--- src/rtl/trap_pkg.sv ---
package trap_pkg;

   // selector numbers shared by the move-to and move-from ports
   typedef enum logic [4:0] {
      SEL_FAULT  = 5'd8,
      SEL_STATUS = 5'd12,
      SEL_CAUSE  = 5'd13,
      SEL_RETPC  = 5'd14
   } cp_sel_e;

   // one enable/mode pair; mode 0 means kernel
   typedef struct packed {
      logic user;
      logic ie;
   } mode_pair_t;

   localparam int unsigned CODE_LSB = 2;
   localparam int unsigned PEND_LSB = 11;

endpackage

--- src/rtl/trap_mode_stack.sv ---
module trap_mode_stack
   import trap_pkg::*;
#(
   parameter int unsigned DEPTH = 3,
   localparam int unsigned SW = 2 * DEPTH
) (
   input  logic          clk,
   input  logic          rst_n,
   input  logic          push,
   input  logic          pop,
   input  logic          wr_en,
   input  logic [SW-1:0] wr_data,
   output logic [SW-1:0] stack_q
);

   mode_pair_t [DEPTH-1:0] lvl_q;

   for (genvar i = 0; i < DEPTH; i++) begin : g_lvl
      mode_pair_t shift_in;
      mode_pair_t shift_out;
      mode_pair_t nxt;

      if (i == 0) begin : g_bottom
         assign shift_in = '0;
      end else begin : g_upper
         assign shift_in = lvl_q[i-1];
      end

      if (i == DEPTH - 1) begin : g_top
         assign shift_out = lvl_q[i];
      end else begin : g_below
         assign shift_out = lvl_q[i+1];
      end

      always_comb begin
         nxt = lvl_q[i];
         if (push) begin
            nxt = shift_in;
         end else if (pop) begin
            nxt = shift_out;
         end else if (wr_en) begin
            nxt = wr_data[2*i +: 2];
         end
      end

      always_ff @(posedge clk) begin
         if (!rst_n) begin
            lvl_q[i] <= '0;
         end else begin
            lvl_q[i] <= nxt;
         end
      end
   end

   assign stack_q = lvl_q;

endmodule

--- src/rtl/trap_cause.sv ---
module trap_cause #(
   parameter int unsigned NLVL        = 5,
   parameter int unsigned CODE_W      = 4,
   parameter int unsigned SYNC_STAGES = 0
) (
   input  logic              clk,
   input  logic              rst_n,
   input  logic              take,
   input  logic [CODE_W-1:0] code_in,
   input  logic [NLVL-1:0]   lines,
   input  logic              sw_wr,
   input  logic [NLVL-1:0]   sw_pend,
   output logic [NLVL-1:0]   pend_q,
   output logic [CODE_W-1:0] code_q
);

   logic [NLVL-1:0] lines_s;

   if (SYNC_STAGES == 0) begin : g_direct
      assign lines_s = lines;
   end else begin : g_sync
      logic [NLVL-1:0] sr [SYNC_STAGES];
      always_ff @(posedge clk) begin
         if (!rst_n) begin
            for (int k = 0; k < SYNC_STAGES; k++) sr[k] <= '0;
         end else begin
            sr[0] <= lines;
            for (int k = 1; k < SYNC_STAGES; k++) sr[k] <= sr[k-1];
         end
      end
      assign lines_s = sr[SYNC_STAGES-1];
   end

   logic [NLVL-1:0] kept;
   assign kept = sw_wr ? (pend_q & sw_pend) : pend_q;

   always_ff @(posedge clk) begin
      if (!rst_n) begin
         pend_q <= '0;
         code_q <= '0;
      end else begin
         pend_q <= kept | lines_s;
         if (take) code_q <= code_in;
      end
   end

endmodule

--- src/rtl/trap_ctl.sv ---
module trap_ctl
   import trap_pkg::*;
#(
   parameter int unsigned XLEN            = 32,
   parameter int unsigned NLVL            = 5,
   parameter int unsigned CODE_W          = 4,
   parameter int unsigned STACK_DEPTH     = 3,
   parameter logic [31:0] VECTOR          = 32'h8000_0080,
   parameter int unsigned ADDR_CODE_LO    = 2,
   parameter int unsigned ADDR_CODE_HI    = 5,
   parameter int unsigned IRQ_CODE        = 0,
   parameter int unsigned IRQ_SYNC_STAGES = 0
) (
   input  logic              clk,
   input  logic              rst_n,
   input  logic              exc_valid,
   input  logic [CODE_W-1:0] exc_code,
   input  logic [XLEN-1:0]   exc_pc,
   input  logic [XLEN-1:0]   exc_vaddr,
   input  logic              irq_ack,
   input  logic              rfe,
   input  logic [NLVL-1:0]   irq_lines,
   input  logic              mt_en,
   input  logic [4:0]        mt_sel,
   input  logic [XLEN-1:0]   mt_data,
   input  logic [4:0]        mf_sel,
   output logic [XLEN-1:0]   mf_data,
   output logic              redirect_en,
   output logic [XLEN-1:0]   redirect_pc,
   output logic              irq_req
);

   localparam int unsigned SW = 2 * STACK_DEPTH;

   if (PEND_LSB + NLVL > XLEN) begin : g_chk_pend
      $error("pending field does not fit the register width");
   end
   if (SW > PEND_LSB) begin : g_chk_stack
      $error("mode stack overlaps the mask field");
   end
   if (CODE_LSB + CODE_W > PEND_LSB) begin : g_chk_code
      $error("code field overlaps the pending field");
   end
   if (XLEN != 32) begin : g_chk_xlen
      $error("vector parameter assumes a 32-bit word");
   end

   logic                take;
   logic [CODE_W-1:0]   take_code;
   logic                pop;
   logic                sw_ok;
   logic                kernel;
   logic                addr_fault;
   logic [SW-1:0]       stack_q;
   logic [NLVL-1:0]     mask_q;
   logic [NLVL-1:0]     pend_q;
   logic [CODE_W-1:0]   code_q;
   logic [XLEN-1:0]     epc_q;
   logic [XLEN-1:0]     fault_q;
   logic [XLEN-1:0]     status_rd;
   logic [XLEN-1:0]     cause_rd;

   assign take       = exc_valid | irq_ack;
   assign take_code  = exc_valid ? exc_code : CODE_W'(IRQ_CODE);
   assign pop        = rfe & ~take;
   assign sw_ok      = mt_en & ~take & ~rfe;
   assign kernel     = ~stack_q[1];
   assign addr_fault = exc_valid
                       && (32'(exc_code) >= ADDR_CODE_LO)
                       && (32'(exc_code) <= ADDR_CODE_HI);

   trap_mode_stack #(
      .DEPTH (STACK_DEPTH)
   ) u_stack (
      .clk     (clk),
      .rst_n   (rst_n),
      .push    (take),
      .pop     (pop),
      .wr_en   (sw_ok && (mt_sel == SEL_STATUS)),
      .wr_data (mt_data[SW-1:0]),
      .stack_q (stack_q)
   );

   trap_cause #(
      .NLVL        (NLVL),
      .CODE_W      (CODE_W),
      .SYNC_STAGES (IRQ_SYNC_STAGES)
   ) u_cause (
      .clk     (clk),
      .rst_n   (rst_n),
      .take    (take),
      .code_in (take_code),
      .lines   (irq_lines),
      .sw_wr   (sw_ok && (mt_sel == SEL_CAUSE)),
      .sw_pend (mt_data[PEND_LSB +: NLVL]),
      .pend_q  (pend_q),
      .code_q  (code_q)
   );

   always_ff @(posedge clk) begin
      if (!rst_n) begin
         epc_q   <= '0;
         fault_q <= '0;
         mask_q  <= '0;
      end else begin
         if (take) begin
            epc_q <= exc_pc;
         end else if (sw_ok && (mt_sel == SEL_RETPC) && kernel) begin
            epc_q <= mt_data;
         end
         if (addr_fault) fault_q <= exc_vaddr;
         if (sw_ok && (mt_sel == SEL_STATUS)) mask_q <= mt_data[PEND_LSB +: NLVL];
      end
   end

   always_comb begin
      status_rd = '0;
      status_rd[SW-1:0] = stack_q;
      status_rd[PEND_LSB +: NLVL] = mask_q;
      cause_rd = '0;
      cause_rd[CODE_LSB +: CODE_W] = code_q;
      cause_rd[PEND_LSB +: NLVL] = pend_q;
   end

   always_comb begin
      case (mf_sel)
         SEL_FAULT:  mf_data = fault_q;
         SEL_STATUS: mf_data = status_rd;
         SEL_CAUSE:  mf_data = cause_rd;
         SEL_RETPC:  mf_data = epc_q;
         default:    mf_data = '0;
      endcase
   end

   assign redirect_en = take;
   assign redirect_pc = VECTOR;
   assign irq_req     = stack_q[0] & (|(pend_q & mask_q));

endmodule

--- config.mk ---
export PLATFORM = sky130hd
export DESIGN_NAME = trap_ctl
export DESIGN_NICKNAME = d
export VERILOG_FILES = /design/src/rtl/trap_pkg.sv /design/src/rtl/trap_mode_stack.sv /design/src/rtl/trap_cause.sv /design/src/rtl/trap_ctl.sv
export SDC_FILE = /design/constraint.sdc
export NUM_CORES = 1
export LEC_CHECK = 0
export BUFFER_PORTS_ARGS = -buffer_cell sky130_fd_sc_hd__buf_2
export CAP_MARGIN = 10
export CORE_AREA = 5 5 103 105
export DETAILED_ROUTE_END_ITERATION = 6
export DIE_AREA = 0 0 108 110
export GPL_ROUTABILITY_DRIVEN = 0
export PLACE_DENSITY = 0.95
export SLEW_MARGIN = 40
export SYNTH_ARGS = -nofsm -noshare
export SYNTH_HDL_FRONTEND = slang
export SYNTH_SLANG_ARGS = --single-unit
--- constraint.sdc ---
create_clock -name clk -period 3.97 [get_ports clk]
set_input_delay 0.794 -clock clk [delete_from_list [all_inputs] [get_ports clk]]
set_output_delay 0.794 -clock clk [all_outputs]
set_load 0.05 [all_outputs]
==> flow_metrics.py, run 1 <==
metrics = {
    "worst_setup_path": {
        "worst-endpoint-arrival_ns": 2.35,
        "end_kind": "primary output",
        "cp_slowest_cell": "and2_1",
        "r2r_end": "epc_q[23]$_SDFFE_PN0P_",
        "cp_max_fo": 17,
        "crit_start": "mf_sel[1]",
        "path_class": "in -> out",
        "r2r_slack_ns": 2.45,
        "crit_family": "buffers and inverters",
        "cpPeakStageDelay_ns": 0.37,
        "crit_path_start_kind": "input port",
        "worst-path-stages": 7,
        "r2r_cells": 4,
        "crit_buf_inv": 4,
        "crit_path_cell_trace": "buf_2 -> nor2b_1 -> buf_4 -> and2_1 -> buf_4 -> a22o_1 -> buf_2",
        "r2r_start": "u_stack.stack_q[1]$_SDFFE_PP0P_",
        "required_ns": 3.18,
    },
    "logic_synthesis": {
        "yosysTopAreaCell": "dfxtp_1",
        "synth_area_per_cell_sq_um": 8.334,
        "synth_cell_types": 50,
        "synth_warnings": 0,
        "synth_top_cells_by_count": "84 x dfxtp_1, 59 x nand3_1, 49 x o21ai_0",
        "ys_seq_area_share_pct": 33.74,
        "synthCells": 598,
        "yosys.area.top_type_share_pct": 33.74,
        "async_flop_share_pct": 0,
        "synth_edf_count": 0,
        "synth.area.top_cells": "dfxtp_1 34%, mux2i_1 7.8%, nand3_1 5.9%",
        "syn_area_sq_mm": 0.004984,
        "ys_ff_latch": 84,
        "yosysMostFrequentCell": "dfxtp_1",
        "synth-main-ff-cell": "dfxtp_1",
    },
    "timing": {
        "max_freq_mhz": 317.7,
        "whs_ns": 0.4666,
        "setup_viol": 0,
        "fin_crit_sh_pct": 79.30,
        "rsz0062_at_grt": "no",
        "fin_crit_ns": 3.148,
        "max_slew.worst_pin.slew_ns": 0.7392,
        "fin_skew_ns": 0.004147,
        "setup_tns_ns": 0,
        "hold_violations": 0,
        "slew_violations": 0,
        "fin_ws_ns": 0.8219,
        "slew_headroom_pct": 50.54,
    },
    "cts": {
        "clkSlewWorstSetupHoldPaths_ns": 0.08,
        "clockBufferDepth": 2,
        "root_buffer": "clkbuf_8",
        "ctsResizeCount": 0,
        "cts_buffers": 9,
        "insertion_delay_ns": 0.35,
        "cts_tree": "done",
        "cts_hold_buf": 0,
        "ctsHtreeMaxLevel": 3,
        "clock_sinks": 84,
        "cts_setup_buffers": 0,
    },
    "place": {
        "portBuffers": 154,
        "place_inst": 836,
        "post-dp-hpwl_um": 10390,
        "dpl_worst_slack_ns": 0.8250,
    },
    "global_routing": {
        "grt_first_pass_wirelength_um": 22480,
        "grt_max_degree": 72,
        "grt_pass1_vias": 4466,
        "grt_overflow": 0,
        "track_usage_pct": 23.77,
        "antenna_found_initial": 0,
    },
    "worst_hold_path": {
        "whs_endpoint": "epc_q[17]$_SDFFE_PN0P_",
        "hp-start": "epc_q[17]$_SDFFE_PN0P_",
        "hold_class": "reg -> reg",
        "min_path_cells": 2,
    },
    "route": {
        "drt_iter0_drc": 302,
        "vias_per_cell": 5.630,
        "first_pass_iters": 5,
        "ant_nets": 0,
        "num_vias": 4797,
        "avgRoutedWirePerCell_um": 17.10,
        "drcViolationCount": 0,
        "drt-total-wl_um": 14570,
    },
    "cells_and_area": {
        "antenna_cells": 0,
        "area_growth_pct": 16.67,
        "drive_gt1_share_pct": 26.84,
        "final_nets": 835,
        "instances_no_fill": 852,
    },
    "power_and_ir_drop": {
        "ir_drop_mv": 0.2052,
        "p_per_area_mw_per_mm2": 326.5,
        "p_leak_nw": 2.409,
    },
    "floorplanning": {
        "fp.dieH_um": 110,
        "core_area_sq_mm": 0.009549,
        "initial_core_util_pct": 52.19,
        "std_cell_rows": 36,
        "die-area_sq_mm": 0.01188,
        "chipWidth_um": 108,
        "pin_count": 187,
    },
    "flow_run": {
        "max_cap_viol_count": 0,
    },
    "status": {
        "status": "finished, final reports clean",
    },
}
-- where the power goes --
group	switching (mW)	internal [mW]
Clock	0.309	0.291
Sequential	0.0272	0.888
Combinational	0.251	0.133
-- kinds of logic (layout without fill, tap and decap cells) --
group	after synthesis	in the layout	synth area share [%]
XOR/XNOR	2	2	0.3516
buffers and inverters	101	192	11.22
AO/OA/AOI/OAI	194	194	26.21
AND/OR/NAND/NOR	174	174	20.04
flip-flops	84	84	33.74
other	2	32	0.1507
multiplexers	41	41	8.285
-- placed cells by master, fill, tap and decap left out, drive strengths merged, types with 10 or more instances in the layout --
| cell type | n |
|---|---|
| dfxtp | 84 |
| nand2 | 44 |
| a22o | 22 |
| a21oi | 12 |
| buf | 166 |
| inv | 10 |
| o21a | 32 |
| o21ai | 73 |
| nand3 | 59 |
| a21boi | 33 |
| nor3b | 36 |
| mux2i | 39 |
| clkbuf | 12 |
| conb | 32 |
-- per-stage QoR --
stage          util (%)  power [mW]  cell area, sq um
2_1_floorplan         -       1.219              5096
3_3_place_gp      58.87       1.306              5622
3_5_place_dp      58.95       1.315              5629
4_1_cts           60.89       1.911              5814
5_1_grt           60.89       1.987              5814
6_report          60.89       1.898              5814
-- tightest hold or removal path, stage by stage, from the launching register on --
cell     delay (ns)
dfxtp_1        0.32
nand2_1        0.05
mux2i_1        0.06
-- layout make-up --
type / count / area (sq um)
Clock buffer: 12 / 135.1
Clock inverter: 4 / 50.05
Fill cell: 859 / 3735
Inverter: 10 / 37.54
Multi-Input combinational cell: 443 / 2880
Sequential cell: 84 / 1682
Tap cell: 133 / 166.4
Timing Repair Buffer: 166 / 863.3
-- sequential cells by signal, indices dropped and copies added, names as in the netlist --
name             flops
u_cause.pend_q       5
u_cause.code_q       4
fault_q             32
epc_q               32
u_stack.stack_q      6
mask_q               5
-- worst max path at each step --
stage / to
after floorplan: mf_data[11]
after global placement: mf_data[25]
after detailed placement: mf_data[26]
after CTS: mf_data[26]
after global routing: mf_data[6]
final: mf_data[26]
-- per-layer routing --
metal  up-vias  share of wire [%]  GRT usage [%]
li1       2326                  -              -
met3        23                8.0          5.125
met2       230                 49          40.94
met4         0                1.5          5.861
met1      2218                 42          30.46
met5         -                  0              0
(Power assumes the default switching activity.)
==> run 2, diff against run 1 <==
--- a/config.mk
+++ b/config.mk
@@ -5,13 +5,14 @@
 export SDC_FILE = /design/constraint.sdc
 export NUM_CORES = 1
 export LEC_CHECK = 0
+export ABC_AREA = 1
 export BUFFER_PORTS_ARGS = -buffer_cell sky130_fd_sc_hd__buf_2
 export CAP_MARGIN = 10
-export CORE_AREA = 5 5 103 105
+export CORE_AREA = 5 5 110 112
 export DETAILED_ROUTE_END_ITERATION = 6
-export DIE_AREA = 0 0 108 110
+export DIE_AREA = 0 0 115 117
 export GPL_ROUTABILITY_DRIVEN = 0
-export PLACE_DENSITY = 0.95
+export PLACE_DENSITY = 0.86
 export SLEW_MARGIN = 40
 export SYNTH_ARGS = -nofsm -noshare
 export SYNTH_HDL_FRONTEND = slang
==> constraint.sdc (replaced) <==
create_clock -name clk -period 2.55 [get_ports clk]
set_input_delay 0.51 -clock clk [delete_from_list [all_inputs] [get_ports clk]]
set_output_delay 0.51 -clock clk [all_outputs]
set_load 0.05 [all_outputs]
==> flow_metrics.py, run 2 <==
metrics = {
    "timing": {
        "whs_ns": 0.4084,
        "slew_headroom_pct": 48.96,
        "rsz0062_at_grt": "no",
        "fin_crit_sh_pct": 89.61,
        "slew_violations": 0,
        "max_freq_mhz": 437.6,
        "setup_viol": 0,
        "setup_tns_ns": 0,
        "fin_crit_ns": 2.285,
        "max_slew.worst_pin.slew_ns": 0.7656,
        "hold_violations": 0,
        "fin_skew_ns": 0.004288,
        "fin_ws_ns": 0.2650,
    },
    "route": {
        "ant_nets": 0,
        "first_pass_iters": 5,
        "drcViolationCount": 0,
        "vias_per_cell": 4.891,
        "drt-total-wl_um": 13820,
        "num_vias": 4871,
        "drt_iter0_drc": 374,
        "avgRoutedWirePerCell_um": 13.87,
    },
    "floorplanning": {
        "die-area_sq_mm": 0.01346,
        "pin_count": 187,
        "std_cell_rows": 39,
        "initial_core_util_pct": 42.33,
        "chipWidth_um": 115,
        "fp.dieH_um": 117,
        "core_area_sq_mm": 0.01113,
    },
    "worst_setup_path": {
        "path_class": "in -> out",
        "worst-endpoint-arrival_ns": 1.77,
        "crit_path_cell_trace": "buf_2 -> nor2_2 -> buf_4 -> nand2_1 -> nor2_1 -> buf_4 -> nand2_1 -> o2111ai_1 -> buf_2",
        "crit_path_start_kind": "input port",
        "crit_buf_inv": 4,
        "r2r_cells": 5,
        "cp_max_fo": 11,
        "end_kind": "primary output",
        "crit_family": "buffers and inverters",
        "cp_slowest_cell": "buf_2",
        "cpPeakStageDelay_ns": 0.32,
        "required_ns": 2.04,
        "worst-path-stages": 9,
    },
    "logic_synthesis": {
        "synth-main-ff-cell": "dfxtp_1",
        "synth_edf_count": 0,
        "synth_warnings": 0,
        "ys_ff_latch": 84,
        "syn_area_sq_mm": 0.004710,
        "yosysMostFrequentCell": "nand2_1",
        "synth_cell_types": 29,
        "ys_seq_area_share_pct": 35.71,
        "synth_top_cells_by_count": "179 x nand2_1, 95 x inv_1, 84 x dfxtp_1",
        "synthCells": 708,
        "yosysTopAreaCell": "dfxtp_1",
        "synth_area_per_cell_sq_um": 6.652,
        "async_flop_share_pct": 0,
        "synth.area.top_cells": "dfxtp_1 36%, nand2_1 14%, a21oi_1 8.3%",
        "yosys.area.top_type_share_pct": 35.71,
    },
    "place": {
        "post-dp-hpwl_um": 10350,
        "place_area_sq_mm": 0.005454,
        "portBuffers": 154,
        "dpl_worst_slack_ns": 0.2637,
    },
    "power_and_ir_drop": {
        "p_per_area_mw_per_mm2": 579.0,
        "finalPower_mw": 3.334,
        "ir_drop_mv": 0.4241,
        "p_leak_nw": 2.884,
    },
    "cts": {
        "cts_hold_buf": 0,
        "cts_setup_buffers": 0,
        "ctsResizeCount": 0,
        "insertion_delay_ns": 0.33,
        "root_buffer": "clkbuf_16",
        "cts_tree": "done",
        "ctsHtreeMaxLevel": 3,
        "clockBufferDepth": 2,
        "clock_sinks": 84,
        "clkSlewWorstSetupHoldPaths_ns": 0.06,
        "cts_buffers": 9,
    },
    "cells_and_area": {
        "drive_gt1_share_pct": 24.97,
        "layout_common_cells": "179 x nand2_1, 153 x buf_2, 95 x inv_1, 84 x dfxtp_1, 78 x a21oi_1",
        "filler_cell_count": 1118,
        "final_nets": 969,
        "final_common_cell": "nand2_1",
        "final_area_sq_mm": 0.005758,
        "area_growth_pct": 22.26,
        "antenna_cells": 0,
    },
    "worst_hold_path": {
        "hold_class": "in -> reg",
        "min_path_cells": 3,
    },
    "global_routing": {
        "grt_overflow": 0,
        "grt_first_pass_wirelength_um": 21130,
        "track_usage_pct": 19.76,
        "grt_pass1_vias": 4513,
        "grt_max_degree": 82,
        "antenna_found_initial": 0,
    },
    "status": {
        "status": "finished, final reports clean",
    },
    "flow_run": {
        "max_cap_viol_count": 0,
    },
}
## run 2: changes by cell type after synthesis, sizes merged, moves of 23 or more
cell	change
nand2	+136
inv	+88
a21oi	+66
nor2	+48
mux2i	-39
nor3b	-36
a21boi	-33
o21a	-31
o21ai	-23
## run 2: cell type report
type	instances	area, sq um	area share [%]
Inverter	99	371.6	6.454
Clock buffer	11	242.7	4.216
Sequential cell	84	1682	29.20
Timing Repair Buffer	173	940.9	16.34
Clock inverter	5	61.31	1.065
Multi-Input combinational cell	481	2281	39.61
Tap cell	143	178.9	3.107
## run 2: layer usage
layer | part of all wire (%) | vias to the layer above | routed length [um] | global-route usage [%]
met3 | 8.3 | 20 | 1142 | 4.422
met1 | 41 | 2159 | 5676 | 23.75
met2 | 49 | 202 | 6710 | 34.80
met5 | 0 | - | 0 | 0
li1 | - | 2490 | - | -
met4 | 2.1 | 0 | 288 | 6.964
## run 2: tightest hold or removal path: cells and delay by family
family / cells / cell delay (ns)
AOI/OAI and AO/OA: 1 / 0.06
and+or+nand+nor: 1 / 0.06
buffers and inverters: 1 / 0.08
## run 2: power by group
group	switching [mW]	total (mW)	internal, mW	leakage (nW)
clock network	0.527	1.32	0.789	0.150
registers	0.0303	1.43	1.40	0.693
logic	0.398	0.591	0.193	2.04
total	0.955	3.33	2.38	2.88
## run 2: logic make-up (layout without fill, tap and decap cells)
logic type / after synthesis / count (layout) / share of synthesized area [%]
flops: 84 / 84 / 35.71
compound gates: 165 / 165 / 19.34
other cells: 2 / 32 / 0.1595
buf+inv: 173 / 288 / 18.25
simple gates: 284 / 284 / 26.54
## run 2: metrics by stage
step | utilization, % | instances
after CTS | 51.75 | 996
after global routing | 51.75 | 996
after global placement | 49.02 | 980
after floorplan | - | 738
after detailed placement | 49.02 | 980
final | 51.75 | 996
## run 2: worst paths after layout
check	start	slack [ns]	end
max	mf_sel[1]	0.27	mf_data[12]
min	exc_code[0]	0.41	u_cause.code_q[0]$_SDFFE_PN0N_
max reg2reg	u_stack.stack_q[1]$_SDFFE_PP0P_	0.85	epc_q[8]$_SDFFE_PN0P_
min reg2reg	fault_q[5]$_SDFFE_PN0P_	0.45	fault_q[5]$_SDFFE_PN0P_
